<file path="config.mk">
export PLATFORM = sky130hd
export DESIGN_NAME = fcmp_dbl_unit
export DESIGN_NICKNAME = d
export VERILOG_FILES = /design/src/rtl/fcmp_pkg.sv /design/src/rtl/fcmp_classify.sv /design/src/rtl/fcmp_order.sv /design/src/rtl/fcmp_dbl_unit.sv
export SDC_FILE = /design/constraint.sdc
export NUM_CORES = 1
export LEC_CHECK = 0
export BUFFER_PORTS_ARGS = -buffer_cell sky130_fd_sc_hd__buf_2
export CAP_MARGIN = 10
export CORE_UTILIZATION = 40
export DETAILED_ROUTE_END_ITERATION = 8
export PLACE_DENSITY_LB_ADDON = 0.1
export SYNTH_ARGS = -nofsm -noshare
export SYNTH_HDL_FRONTEND = slang
export SYNTH_SLANG_ARGS = --single-unit
export TNS_END_PERCENT = 10
</file>
<file path="constraint.sdc">
create_clock -name clk -period 3.9 [get_ports clk]
set_clock_uncertainty 0.05 [all_clocks]
set_input_delay 1.17 -clock clk [delete_from_list [all_inputs] [get_ports clk]]
set_output_delay 1.17 -clock clk [all_outputs]
set_load 0.05 [all_outputs]
</file>
<file path="src/rtl/fcmp_pkg.sv">
// Shared types for the binary64 comparator.
// Holds the relation encoding and the predicate bit positions; assumes a
// 4-bit predicate whose bit order is fixed by the consumers of cbit.
package fcmp_pkg;

    typedef enum logic [1:0] {
        REL_UN = 2'd0,
        REL_LT = 2'd1,
        REL_EQ = 2'd2,
        REL_GT = 2'd3
    } rel_e;

    parameter int PB_UN = 0;
    parameter int PB_EQ = 1;
    parameter int PB_LT = 2;
    parameter int PB_GT = 3;

    // Select the predicate term that matches the resolved relation.
    function automatic logic pred_hit(input logic [3:0] p, input rel_e r);
        logic hit;
        case (r)
            REL_GT:  hit = p[PB_GT];
            REL_LT:  hit = p[PB_LT];
            REL_EQ:  hit = p[PB_EQ];
            default: hit = p[PB_UN];
        endcase
        return hit;
    endfunction

endpackage

</file>
<file path="src/rtl/fcmp_classify.sv">
// Operand classifier.
// Decodes one floating-point word into NaN, signaling-NaN and zero
// indications. Assumes IEEE layout: sign at the top, then EXP_W exponent
// bits, then MAN_W mantissa bits. SNAN_POL is the value of the top
// mantissa bit that marks a NaN as signaling.
module fcmp_classify #(
    parameter int EXP_W    = 11,
    parameter int MAN_W    = 52,
    parameter bit SNAN_POL = 1'b1,
    localparam int W       = 1 + EXP_W + MAN_W
) (
    input  logic [W-1:0] word,
    output logic         is_nan,
    output logic         is_snan,
    output logic         is_zero
);

    logic [EXP_W-1:0] exp_f;
    logic [MAN_W-1:0] man_f;

    assign exp_f = word[W-2 -: EXP_W];
    assign man_f = word[MAN_W-1:0];

    // Classify the operand from its exponent and mantissa fields.
    always_comb begin
        is_nan  = (&exp_f) && (|man_f);
        is_snan = is_nan && (man_f[MAN_W-1] == SNAN_POL);
        is_zero = ~(|exp_f) && ~(|man_f);
    end

endmodule

</file>
<file path="src/rtl/fcmp_order.sv">
// Ordered-relation resolver.
// Returns less, equal or greater for two non-NaN operands, using the
// sign-magnitude property of the IEEE encoding. Assumes NaNs are filtered
// by the caller; the result for a NaN input is meaningless.
module fcmp_order
    import fcmp_pkg::*;
#(
    parameter int W = 64
) (
    input  logic [W-1:0] a,
    input  logic [W-1:0] b,
    input  logic         a_zero,
    input  logic         b_zero,
    output rel_e         rel
);

    logic a_neg;
    logic b_neg;
    logic mag_lt;

    assign a_neg  = a[W-1];
    assign b_neg  = b[W-1];
    assign mag_lt = a[W-2:0] < b[W-2:0];

    // Pick the relation: sign split first, then magnitude with sign-based sense.
    always_comb begin
        if (a_neg != b_neg) begin
            if (a_zero && b_zero) rel = REL_EQ;
            else if (a_neg)       rel = REL_LT;
            else                  rel = REL_GT;
        end else if (a == b) begin
            rel = REL_EQ;
        end else if (!a_neg) begin
            rel = mag_lt ? REL_LT : REL_GT;
        end else begin
            rel = mag_lt ? REL_GT : REL_LT;
        end
    end

endmodule

</file>
<file path="src/rtl/fcmp_dbl_unit.sv">
// Registered floating-point comparator, default binary64.
// Samples two operands, a 4-bit predicate and the trap enable when in_valid
// is high, and one cycle later presents the condition bit, a one-cycle trap
// request and a sticky invalid flag. Assumes the predicate bit 0 doubles as
// "quiet NaN raises invalid".
module fcmp_dbl_unit
    import fcmp_pkg::*;
#(
    parameter int EXP_W    = 11,
    parameter int MAN_W    = 52,
    parameter bit SNAN_POL = 1'b1,
    localparam int W       = 1 + EXP_W + MAN_W
) (
    input  logic         clk,
    input  logic         rst_n,
    input  logic         in_valid,
    input  logic [W-1:0] op_a,
    input  logic [W-1:0] op_b,
    input  logic [3:0]   pred,
    input  logic         trap_en,
    input  logic         flag_clr,
    output logic         out_valid,
    output logic         cbit,
    output logic         invalid_flag,
    output logic         trap
);

    localparam int NOPS = 2;

    logic [W-1:0] ops [NOPS];
    logic [NOPS-1:0] nan_v;
    logic [NOPS-1:0] snan_v;
    logic [NOPS-1:0] zero_v;

    assign ops[0] = op_a;
    assign ops[1] = op_b;

    genvar gi;
    generate
        for (gi = 0; gi < NOPS; gi++) begin : g_cls
            fcmp_classify #(
                .EXP_W   (EXP_W),
                .MAN_W   (MAN_W),
                .SNAN_POL(SNAN_POL)
            ) u_cls (
                .word   (ops[gi]),
                .is_nan (nan_v[gi]),
                .is_snan(snan_v[gi]),
                .is_zero(zero_v[gi])
            );
        end
    endgenerate

    rel_e ord_rel;

    fcmp_order #(.W(W)) u_order (
        .a     (op_a),
        .b     (op_b),
        .a_zero(zero_v[0]),
        .b_zero(zero_v[1]),
        .rel   (ord_rel)
    );

    logic any_nan;
    logic raise_inv;
    rel_e final_rel;
    logic hit;
    logic flag_next;

    // Merge NaN screening with the ordered relation and decide invalid.
    always_comb begin
        any_nan   = |nan_v;
        raise_inv = (|snan_v) || (any_nan && pred[PB_UN]);
        final_rel = any_nan ? REL_UN : ord_rel;
        hit       = pred_hit(pred, final_rel);
    end

    // Next sticky flag: clear first, a new untrapped invalid wins.
    always_comb begin
        flag_next = (flag_clr ? 1'b0 : invalid_flag)
                  | (in_valid && raise_inv && !trap_en);
    end

    // Result registers.
    always_ff @(posedge clk) begin
        if (!rst_n) begin
            out_valid    <= 1'b0;
            cbit         <= 1'b0;
            invalid_flag <= 1'b0;
            trap         <= 1'b0;
        end else begin
            out_valid    <= in_valid;
            trap         <= in_valid && raise_inv && trap_en;
            invalid_flag <= flag_next;
            if (in_valid) cbit <= hit;
        end
    end

    assert_valid_lat_R11: assert property (@(posedge clk) disable iff (!rst_n)
        in_valid |=> out_valid);

    assert_idle_quiet_R11: assert property (@(posedge clk) disable iff (!rst_n)
        !in_valid |=> (!out_valid && !trap && $stable(cbit)));

    assert_no_trap_off_R6: assert property (@(posedge clk) disable iff (!rst_n)
        (in_valid && !trap_en) |=> !trap);

    assert_flag_hold_R6: assert property (@(posedge clk) disable iff (!rst_n)
        (invalid_flag && !flag_clr) |=> invalid_flag);

    assert_flag_clear_R7: assert property (@(posedge clk) disable iff (!rst_n)
        (flag_clr && !in_valid) |=> !invalid_flag);

    assert_zero_equal_R8: assert property (@(posedge clk) disable iff (!rst_n)
        (in_valid && zero_v[0] && zero_v[1]) |=> (cbit == $past(pred[PB_EQ])));

    assert_snan_invalid_R3: assert property (@(posedge clk) disable iff (!rst_n)
        (in_valid && (|snan_v)) |=> (trap || invalid_flag));

endmodule

</file>
==> out/results.md, run 1 <==
• status: complete, no violations
• reg-to-reg slack, setup: 2680 ps
• unrepaired setup endpoints after global routing: false
• post-detailed-route count of antenna-violating nets: 0
• Mean Syn Cell Area: 7.036 µm²
• type of the worst setup path: primary input to register
• Max-Slew Margin vs Limit: 70.55%
• Total Routed Length: 6800 µm
• die width: 76.56 µm
• number of DRC violations after detailed routing: 0
• arrival time at the worst endpoint: 3440 ps
• leakage: 1.726 nW
• post-cts hold buffer count: 0
• number of slew-limit violations in the final report: 0
• pin count of the biggest net entering global routing: 6
• main area contributors after synthesis: ha_1 (35%), inv_1 (11%), nor4_1 (9.3%)
• Hold Fails Final Rpt: 0
• post-synthesis cell type count: 42
• cell area after synthesis: 2223 µm²
• DP HPWL: 6289 µm
• sort of element at the end of the critical path: register
• post-synthesis cell type with the largest combined area: ha_1
• register area share after synthesis: 3.602%
• CTS tree: done
• terminus of the critical flop-to-flop path: cbit$_SDFFE_PN0P_
• fraction of synthesized cell area taken by the top area cell type: 35.45%
• height of the die: 76.56 µm
• Min-Delay Startpoint: invalid_flag$_SDFF_PN0_
• startpoint types: primary input
• die area: 5861 µm²
• count of clock tree sinks: 4
• largest fanout of any net on the critical path: 3
• drt initial violations: 82
• Hold Crit Class: register to register
• final setup fails: 0
• maximum clock frequency: 294.9 MHz
• Longest Clk Path Bufs: 2
• number of global-route vias before repair: 2659
• Core Area: 5238 µm²
• Final TNS setup: 0 ps
• actual slew at the worst max-slew pin: 437.7 ps
• global-route wire length before repair: 11460 µm
• cts repair resizes: 0
• nets in the synthesized netlist: 516
• length of the first detailed-routing pass in iterations: 4
• cell depth of the worst hold path: 2
• Cell Count Post-Placement: 526
• share of flip-flops with an asynchronous set or reset after synthesis: 0%
• power per unit of standard cell area: 127.8 nW/µm²
• number of post-CTS setup repair buffers: 0
• clk slew on worst S/H paths: 30 ps
• reg2reg path depth: 4
• port buffer count: 140
• count of standard-cell rows: 26
• count of nets after finishing: 661
• fraction of layout cells with a size suffix above 1: 32.68%
• primary flip-flop cell chosen by synthesis mapping: dfxtp_1
• YS warnings: 0
• layout overhead on the synthesized area: 37.31%
• post-layout min period: 3392 ps
• count of flip-flops with a built-in enable after synthesis: 0
• gpl congestion: 0.8552
• endpoint required time on the critical path: 3950 ps
• number of antenna violations at the first check in global routing: 0
• cells after synthesis: 316
• total congestion overflow after global routing: 0
• number of max-cap violations: 0
• Worst VDD drop: 117.2 µV
• FF-to-FF Start: cbit$_SDFFE_PN0P_
• clock root buffer: clkbuf_8
• DR vias/cell: 5.333
• final instance count without filler cells: 529
• Skew-Pair Late Insertion Delay: 220 ps
• Num CTS Buffers: 3
• Initial Util: 42.45%
• endpoint with the worst hold slack: invalid_flag$_SDFF_PN0_
• ANT cells: 0
• combined global-route utilization of all metal layers: 23.50%
• Wirelength per Cell: 12.85 µm
• Final period util: 86.96%
• count of H-tree levels built during CTS: 1
• flop and latch count out of synthesis: 4
• via count of the routed design: 2821
• I/O pin count: 141
[cell usage in the layout, fill, tap and decap left out, types with 2 or more instances in the layout]
cell	Yosys	layout
nand4_1	18	18
a21o_1	4	4
a221o_1	2	2
dfxtp_1	4	4
and4_1	4	4
ha_1	63	63
nor3_1	6	6
nor2b_1	2	2
o21ai_0	11	11
nor4_2	4	4
a211oi_1	4	4
clkbuf_8	0	3
nor2_1	6	6
a21oi_1	23	23
buf_2	0	140
nand2_1	23	23
nand3b_1	2	2
nand3_1	13	13
and3_1	3	3
nor4_1	33	33
inv_1	67	67
a221oi_1	2	2
[cell usage after synthesis, drive strengths merged (2+ instances only)]
cell type and n:
inv 67, ha 63, nor4 37, nand2 24, a21oi 23, nand4 18, nand3 13, o21ai 12
nor2 7, nor3 6, a211oi 4, a21o 4, and4 4, dfxtp 4, and3 3, a221o 2
a221oi 2, nand3b 2, nor2b 2, nor4b 2
[layout make-up]
class / count / area, µm²
fillers: 539 / 2185
multi-input cells: 245 / 1892
repair buffers: 140 / 700.7
inverters: 67 / 251.5
well taps: 70 / 87.58
flip-flops and latches: 4 / 80.08
clock buffers: 3 / 41.29
[metrics by stage]
step | worst slack, ps | total power, mW | hold slack (ps) | utilization [%] | area, µm²
floorplan | 636.4 | 0.1765 | 645.7 | - | 2223
global route | 355.7 | 0.4354 | 444.5 | 58.29 | 3053
global placement | 333.2 | 0.3002 | 416.5 | 57.50 | 3012
detailed placement | 303.6 | 0.3040 | 427.8 | 57.50 | 3012
CTS | 520.1 | 0.3932 | 431.9 | 58.29 | 3053
finish | 508.5 | 0.3902 | 427.8 | 58.29 | 3053
[power by group]
group	leakage (nW)	switching [mW]	internal [mW]
Clock	0.0216	0.0200	0.0656
Sequential	0.0327	0.000808	0.0430
Combinational	1.67	0.137	0.124
[kinds of logic (layout without fill, tap and decap cells)]
| logic type | after synthesis | count (layout) | share of synthesized area, % |
|---|---|---|---|
| buf+inv | 67 | 210 | 11.31 |
| compound gates | 57 | 57 | 16.04 |
| flops | 4 | 4 | 3.602 |
| xor+xnor | 1 | 1 | 0.3940 |
| fa+ha+maj | 63 | 63 | 35.45 |
| simple gates | 124 | 124 | 33.20 |
[worst max-delay path, cell delays in order]
cell	delay (ps)
buf_2	90
inv_1	40
ha_1	300
a21oi_1	150
nand2_1	70
a221o_1	330
o31a_1	250
nor4_1	240
nand2_1	120
o41a_1	350
a221o_1	320
[per-layer routing]
layer  vias to the layer above  wire length [µm]  global-route usage [%]
met5                         -                 0                       0
li1                       1486                 -                       -
met3                         4               358                   1.916
met1                      1231              3152                   30.93
met4                         0                42                   3.846
met2                       100              3246                   41.89
[registers in the layout (all words and copies together) (netlist names)]
register and count:
cbit 1, invalid_flag 1, out_valid 1, trap 1
[worst max path at each step]
stage | startpoint | end | slack, ps | cells after the start
detailed placement | op_b[45] | cbit$_SDFFE_PN0P_ | 300 | 11
floorplan | op_b[45] | cbit$_SDFFE_PN0P_ | 640 | 10
finish | op_b[45] | cbit$_SDFFE_PN0P_ | 510 | 11
CTS | op_b[45] | cbit$_SDFFE_PN0P_ | 520 | 11
global route | op_b[45] | cbit$_SDFFE_PN0P_ | 360 | 11
global placement | op_a[38] | cbit$_SDFFE_PN0P_ | 330 | 10
Note: power is estimated with default switching activity, not from simulation.
==> run 2: changes to the inputs <==
--- a/config.mk
+++ b/config.mk
@@ -5,7 +5,7 @@
 export SDC_FILE = /design/constraint.sdc
 export NUM_CORES = 1
 export LEC_CHECK = 0
-export BUFFER_PORTS_ARGS = -buffer_cell sky130_fd_sc_hd__buf_2
+export BUFFER_PORTS_ARGS = -buffer_cell sky130_fd_sc_hd__clkbuf_2
 export CAP_MARGIN = 10
 export CORE_UTILIZATION = 40
 export DETAILED_ROUTE_END_ITERATION = 8
==> run 2 against run 1 <==
- fmax is 0.68% higher
- via count down 0.82%
- clock power rose by 5.7%
- first-iteration DRC count shrank 15%
- total power up 0.96%
- combinational power about the same
- hold slack worse by 3.3 ps
- global-route usage down 0.13 points
- sequential share of layout area stayed put
- largest cell class unchanged
- highest routed layer unchanged
==> out/results.md, run 2 (synthesis gave the netlist of run 1 again) <==
• status: complete, no violations
• global-route wire length before repair: 11450 µm
• number of antenna violations at the first check in global routing: 0
• switching portion of total power: 41.02%
• post-layout min period: 3369 ps
• Filler Cell Count: 524
• Total Routed Length: 6778 µm
• topmost layer with routed signal wires: met4
• final setup fails: 0
• drt initial violations: 70
• combinational group share of total power: 65.9%
• type of the worst setup path: primary input to register
• largest fanout of any net on the critical path: 5
• number of max-cap violations: 0
• Wirelength per Cell: 12.81 µm
• cts repair resizes: 0
• commonest non-fill, non-tap cell in the layout: clkbuf_2
• proportion of power drawn by the clock network: 23.0%
• internal power: 0.2324 mW
• power per unit of standard cell area: 129.1 nW/µm²
• Hold Crit Class: register to register
• most common cell type on the critical path: a221o_1
• Sw Pwr: 0.1616 mW
• Worst VDD drop: 90.36 µV
• count of standard-cell rows: 26
• reg-to-reg slack, setup: 2680 ps
• sort of element at the end of the critical path: register
• met2 layer wire length in the routed design: 3249 µm
• die width: 76.56 µm
• Core Area: 5238 µm²
• post-cts hold buffer count: 0
• Initial Util: 42.45%
• post-detailed-route count of antenna-violating nets: 0
• met3 routed wirelength: 425 µm
• unrepaired setup endpoints after global routing: false
• Final period util: 86.37%
• Critical path destination: cbit$_SDFFE_PN0P_
• count of H-tree levels built during CTS: 1
• wire length on met1: 3037 µm
• terminus of the critical flop-to-flop path: cbit$_SDFFE_PN0P_
• Final TNS setup: 0 ps
• Max-Slew Margin vs Limit: 69.29%
• port buffer count: 140
• commonest non-fill, non-tap cells in the layout: clkbuf_2 (140), inv_1 (67), ha_1 (63), nor4_1 (33)
• clk slew on worst S/H paths: 40 ps
• slowest cell delay on critical path: 350 ps
• Max stage delay cell, worst path: o41a_1
• area used by multi-input combinational logic: 1892 µm²
• ANT cells: 0
• Longest Clk Path Bufs: 2
• cell chain of the critical path: clkbuf_2 > inv_1 > ha_1 > nand4_1 > nor2_1 > a221o_1 > o31a_1 > nor4_1 > nand2_1 > o41a_1 > a221o_1
• proportion of power drawn by flip-flops and latches: 11.1%
• number of slew-limit violations in the final report: 0
• count of nets after finishing: 661
• Setup crit start: op_b[45]
• length of the first detailed-routing pass in iterations: 4
• maximum clock frequency: 296.9 MHz
• leakage: 1.753 nW
• gpl congestion: 0.8477
• count of clock tree sinks: 4
• CTS tree: done
• endpoint required time on the critical path: 3950 ps
• reg2reg path depth: 4
• top cell family by delay on the critical path: compound AO/OA/AOI/OAI gates
• combined global-route utilization of all metal layers: 23.37%
• DP HPWL: 6329 µm
• die area: 5861 µm²
• Hold Fails Final Rpt: 0
• startpoint types: primary input
• Skew-Pair Late Insertion Delay: 210 ps
• pin count of the biggest net entering global routing: 6
• arrival time at the worst endpoint: 3420 ps
• FF-to-FF Start: cbit$_SDFFE_PN0P_
• crit path buf inv count: 2
• height of the die: 76.56 µm
• clock root buffer: clkbuf_8
• DR vias/cell: 5.289
• I/O pin count: 141
• number of post-CTS setup repair buffers: 0
• via count of the routed design: 2798
• actual slew at the worst max-slew pin: 456.5 ps
• layout overhead on the synthesized area: 37.31%
• total chip power: 0.3940 mW
• number of global-route vias before repair: 2653
• number of DRC violations after detailed routing: 0
• fraction of layout cells with a size suffix above 1: 32.68%
• total congestion overflow after global routing: 0
• Sequential Area: 80.08 µm²
• number of logic stages on the critical path including buffering: 11
• Num CTS Buffers: 3
[run 2: tightest hold or removal path, cell delays in order (launching register included)]
cell,delay (ps)
dfxtp_1,300
nand2b_1,60
a21boi_0,60
[run 2: worst min path at each step]
stage,from,to,cells past startpoint
floorplan,invalid_flag$_SDFF_PN0_,invalid_flag$_SDFF_PN0_,2
global placement,invalid_flag$_SDFF_PN0_,invalid_flag$_SDFF_PN0_,2
detailed placement,invalid_flag$_SDFF_PN0_,invalid_flag$_SDFF_PN0_,2
CTS,invalid_flag$_SDFF_PN0_,invalid_flag$_SDFF_PN0_,2
global route,invalid_flag$_SDFF_PN0_,invalid_flag$_SDFF_PN0_,2
finish,invalid_flag$_SDFF_PN0_,invalid_flag$_SDFF_PN0_,2
[run 2: layer usage]
metal,vias up,global-route usage [%]
li1,1477,-
met1,1221,30.13
met2,94,42.34
met3,6,1.796
met4,0,4.231
met5,-,0
[run 2: cell type report]
cell class | instances | area share (%)
Clock buffer | 3 | 1.352
Inverter | 67 | 8.238
Timing Repair Buffer | 140 | 22.95
Sequential cell | 4 | 2.623
Multi-Input combinational cell | 245 | 61.97
Tap cell | 70 | 2.869
[run 2: stage by stage]
stage          worst slack [ps]  cells  hold slack (ps)  area [µm²]  util [%]
2_1_floorplan             636.4    316            645.7        2223         -
3_3_place_gp              371.5    526            416.5        3012     57.50
3_5_place_dp              339.5    526            417.0        3012     57.50
4_1_cts                   550.7    529            424.2        3053     58.29
5_1_grt                   316.0    529            469.3        3053     58.29
6_report                  531.5    529            424.5        3053     58.29
[run 2: power groups by stage]
stage	registers [mW]	logic [mW]	clock network [mW]
after floorplan	0.0506	0.126	0
after global placement	0.0444	0.255	0
after detailed placement	0.0445	0.259	0
after CTS	0.0439	0.261	0.0918
after global routing	0.0441	0.300	0.0958
final	0.0439	0.260	0.0905
==> run 3: changes to the inputs <==
==> constraint.sdc (replaced) <==
create_clock -name clk -period 3.9 [get_ports clk]
set_clock_uncertainty 0.05 [all_clocks]
set_input_delay 0.39 -clock clk [delete_from_list [all_inputs] [get_ports clk]]
set_output_delay 0.39 -clock clk [all_outputs]
set_load 0.05 [all_outputs]
==> run 3 against run 2 <==
- clock power fell by 0.9%
- worst setup slack improved by 750 ps
- critical path type unchanged
- routed wire length rose by 0.87%
- cell area did not move
- via count rose by 1.1%
- critical endpoint unchanged
- sequential power barely moved
==> out/results.md, run 3 (synthesis gave the netlist of run 1 again) <==
• type of the worst setup path: primary input to register
• count of nets after finishing: 661
• Longest Clk Path Bufs: 2
• number of global-route vias before repair: 2722
• arrival time at the worst endpoint: 2670 ps
• height of the die: 76.56 µm
• clk slew on worst S/H paths: 40 ps
• Area after DPL: 3012 µm²
• Num CTS Buffers: 3
• commonest non-fill, non-tap cells in the layout: clkbuf_2 (140), inv_1 (67), ha_1 (63), nor4_1 (33)
• leakage: 1.753 nW
• pin count of the biggest net entering global routing: 6
• CTS tree: done
• startpoint types: primary input
• DR vias/cell: 5.346
• Final TNS setup: 0 ps
• most common cell type on the critical path: a221o_1
• final std cell area, no fill: 3053 µm²
• Wirelength per Cell: 12.92 µm
• number of antenna violations at the first check in global routing: 0
• post-cts hold buffer count: 0
• clock root buffer: clkbuf_8
• status: complete, no violations
• post-detailed-route count of antenna-violating nets: 0
• Core Area: 5238 µm²
• number of DRC violations after detailed routing: 0
• number of slew-limit violations in the final report: 0
• Skew-Pair Late Insertion Delay: 220 ps
• Final period util: 67.25%
• Setup crit start: op_b[45]
• commonest non-fill, non-tap cell in the layout: clkbuf_2
• endpoint required time on the critical path: 3950 ps
• Hold Fails Final Rpt: 0
• total chip power: 0.3937 mW
• count of H-tree levels built during CTS: 1
• via count of the routed design: 2828
• DP HPWL: 6346 µm
• count of clock tree sinks: 4
• layout overhead on the synthesized area: 37.31%
• Initial Util: 42.45%
• final setup fails: 0
• Worst VDD drop: 91.31 µV
• maximum clock frequency: 381.3 MHz
• ANT cells: 0
• Hold Crit Class: primary input to register
• Max stage delay cell, worst path: o41a_1
• cell chain of the critical path: clkbuf_2 > inv_1 > ha_1 > nand4_1 > nor2_1 > a221o_1 > o31a_1 > nor4_1 > nand2_1 > o41a_1 > a221o_1
• number of post-CTS setup repair buffers: 0
• die width: 76.56 µm
• FF-to-FF Start: cbit$_SDFFE_PN0P_
• power per unit of standard cell area: 128.9 nW/µm²
• count of standard-cell rows: 26
• Min-Delay Startpoint: trap_en
• unrepaired setup endpoints after global routing: false
• cts repair resizes: 0
• I/O pin count: 141
• combined global-route utilization of all metal layers: 23.40%
• Total Routed Length: 6837 µm
• total congestion overflow after global routing: 0
• slowest cell delay on critical path: 340 ps
• fraction of layout cells with a size suffix above 1: 32.68%
• drt initial violations: 74
• length of the first detailed-routing pass in iterations: 4
• Max-Slew Margin vs Limit: 71.94%
• number of max-cap violations: 0
• largest fanout of any net on the critical path: 5
• global-route wire length before repair: 11470 µm
• actual slew at the worst max-slew pin: 410.3 ps
• post-layout min period: 2623 ps
• gpl congestion: 0.8472
• port buffer count: 140
• sort of element at the end of the critical path: register
• die area: 5861 µm²
==> run 3: cell counts in the layout (fill, tap and decap cells not counted) <==
Identical to the previous run, type by type.
==> run 3: worst max-delay path: cells and delay by family <==
family | cells | cell delay (ps)
fa+ha+maj | 1 | 300
buf+inv | 2 | 140
compound gates | 4 | 1240
simple gates | 4 | 590
==> run 3: area by class of cell <==
cell class	count	area [µm²]
well taps	70	87.58
inverters	67	251.5
clock buffers	3	41.29
multi-input cells	245	1892
fillers	543	2185
flip-flops and latches	4	80.08
repair buffers	140	700.7
==> run 3: where the power goes <==
group	internal (mW)	switching, mW	total, mW
clock network	0.0660	0.0237	0.0897
registers	0.0430	0.00103	0.0440
logic	0.123	0.137	0.260
==> run 3: per-stage QoR <==
step	hold WS, ps	cells	setup WS [ps]	util [%]
after detailed placement	416.1	526	1092	57.50
after floorplan	477.2	316	1416	-
after global placement	416.5	526	1151	57.50
after CTS	358.7	529	1305	58.29
final	361.0	529	1277	58.29
after global routing	387.9	529	1132	58.29
==> run 3: routing by layer <==
layer / up-vias / share of wire, % / GRT usage, %
met3: 9 / 4.8 / 2.156
met1: 1250 / 46 / 30.20
met2: 90 / 48 / 41.89
met4: 0 / 0.98 / 4.615
met5: - / 0 / 0
li1: 1479 / - / -
==> run 3: final timing paths <==
kind                        endpoint  slack [ps]  cells after the start
max reg2reg        cbit$_SDFFE_PN0P_        2680                      4
min reg2reg  invalid_flag$_SDFF_PN0_         430                      2
max                cbit$_SDFFE_PN0P_        1280                     11
min                  trap$_SDFF_PN0_         360                      2
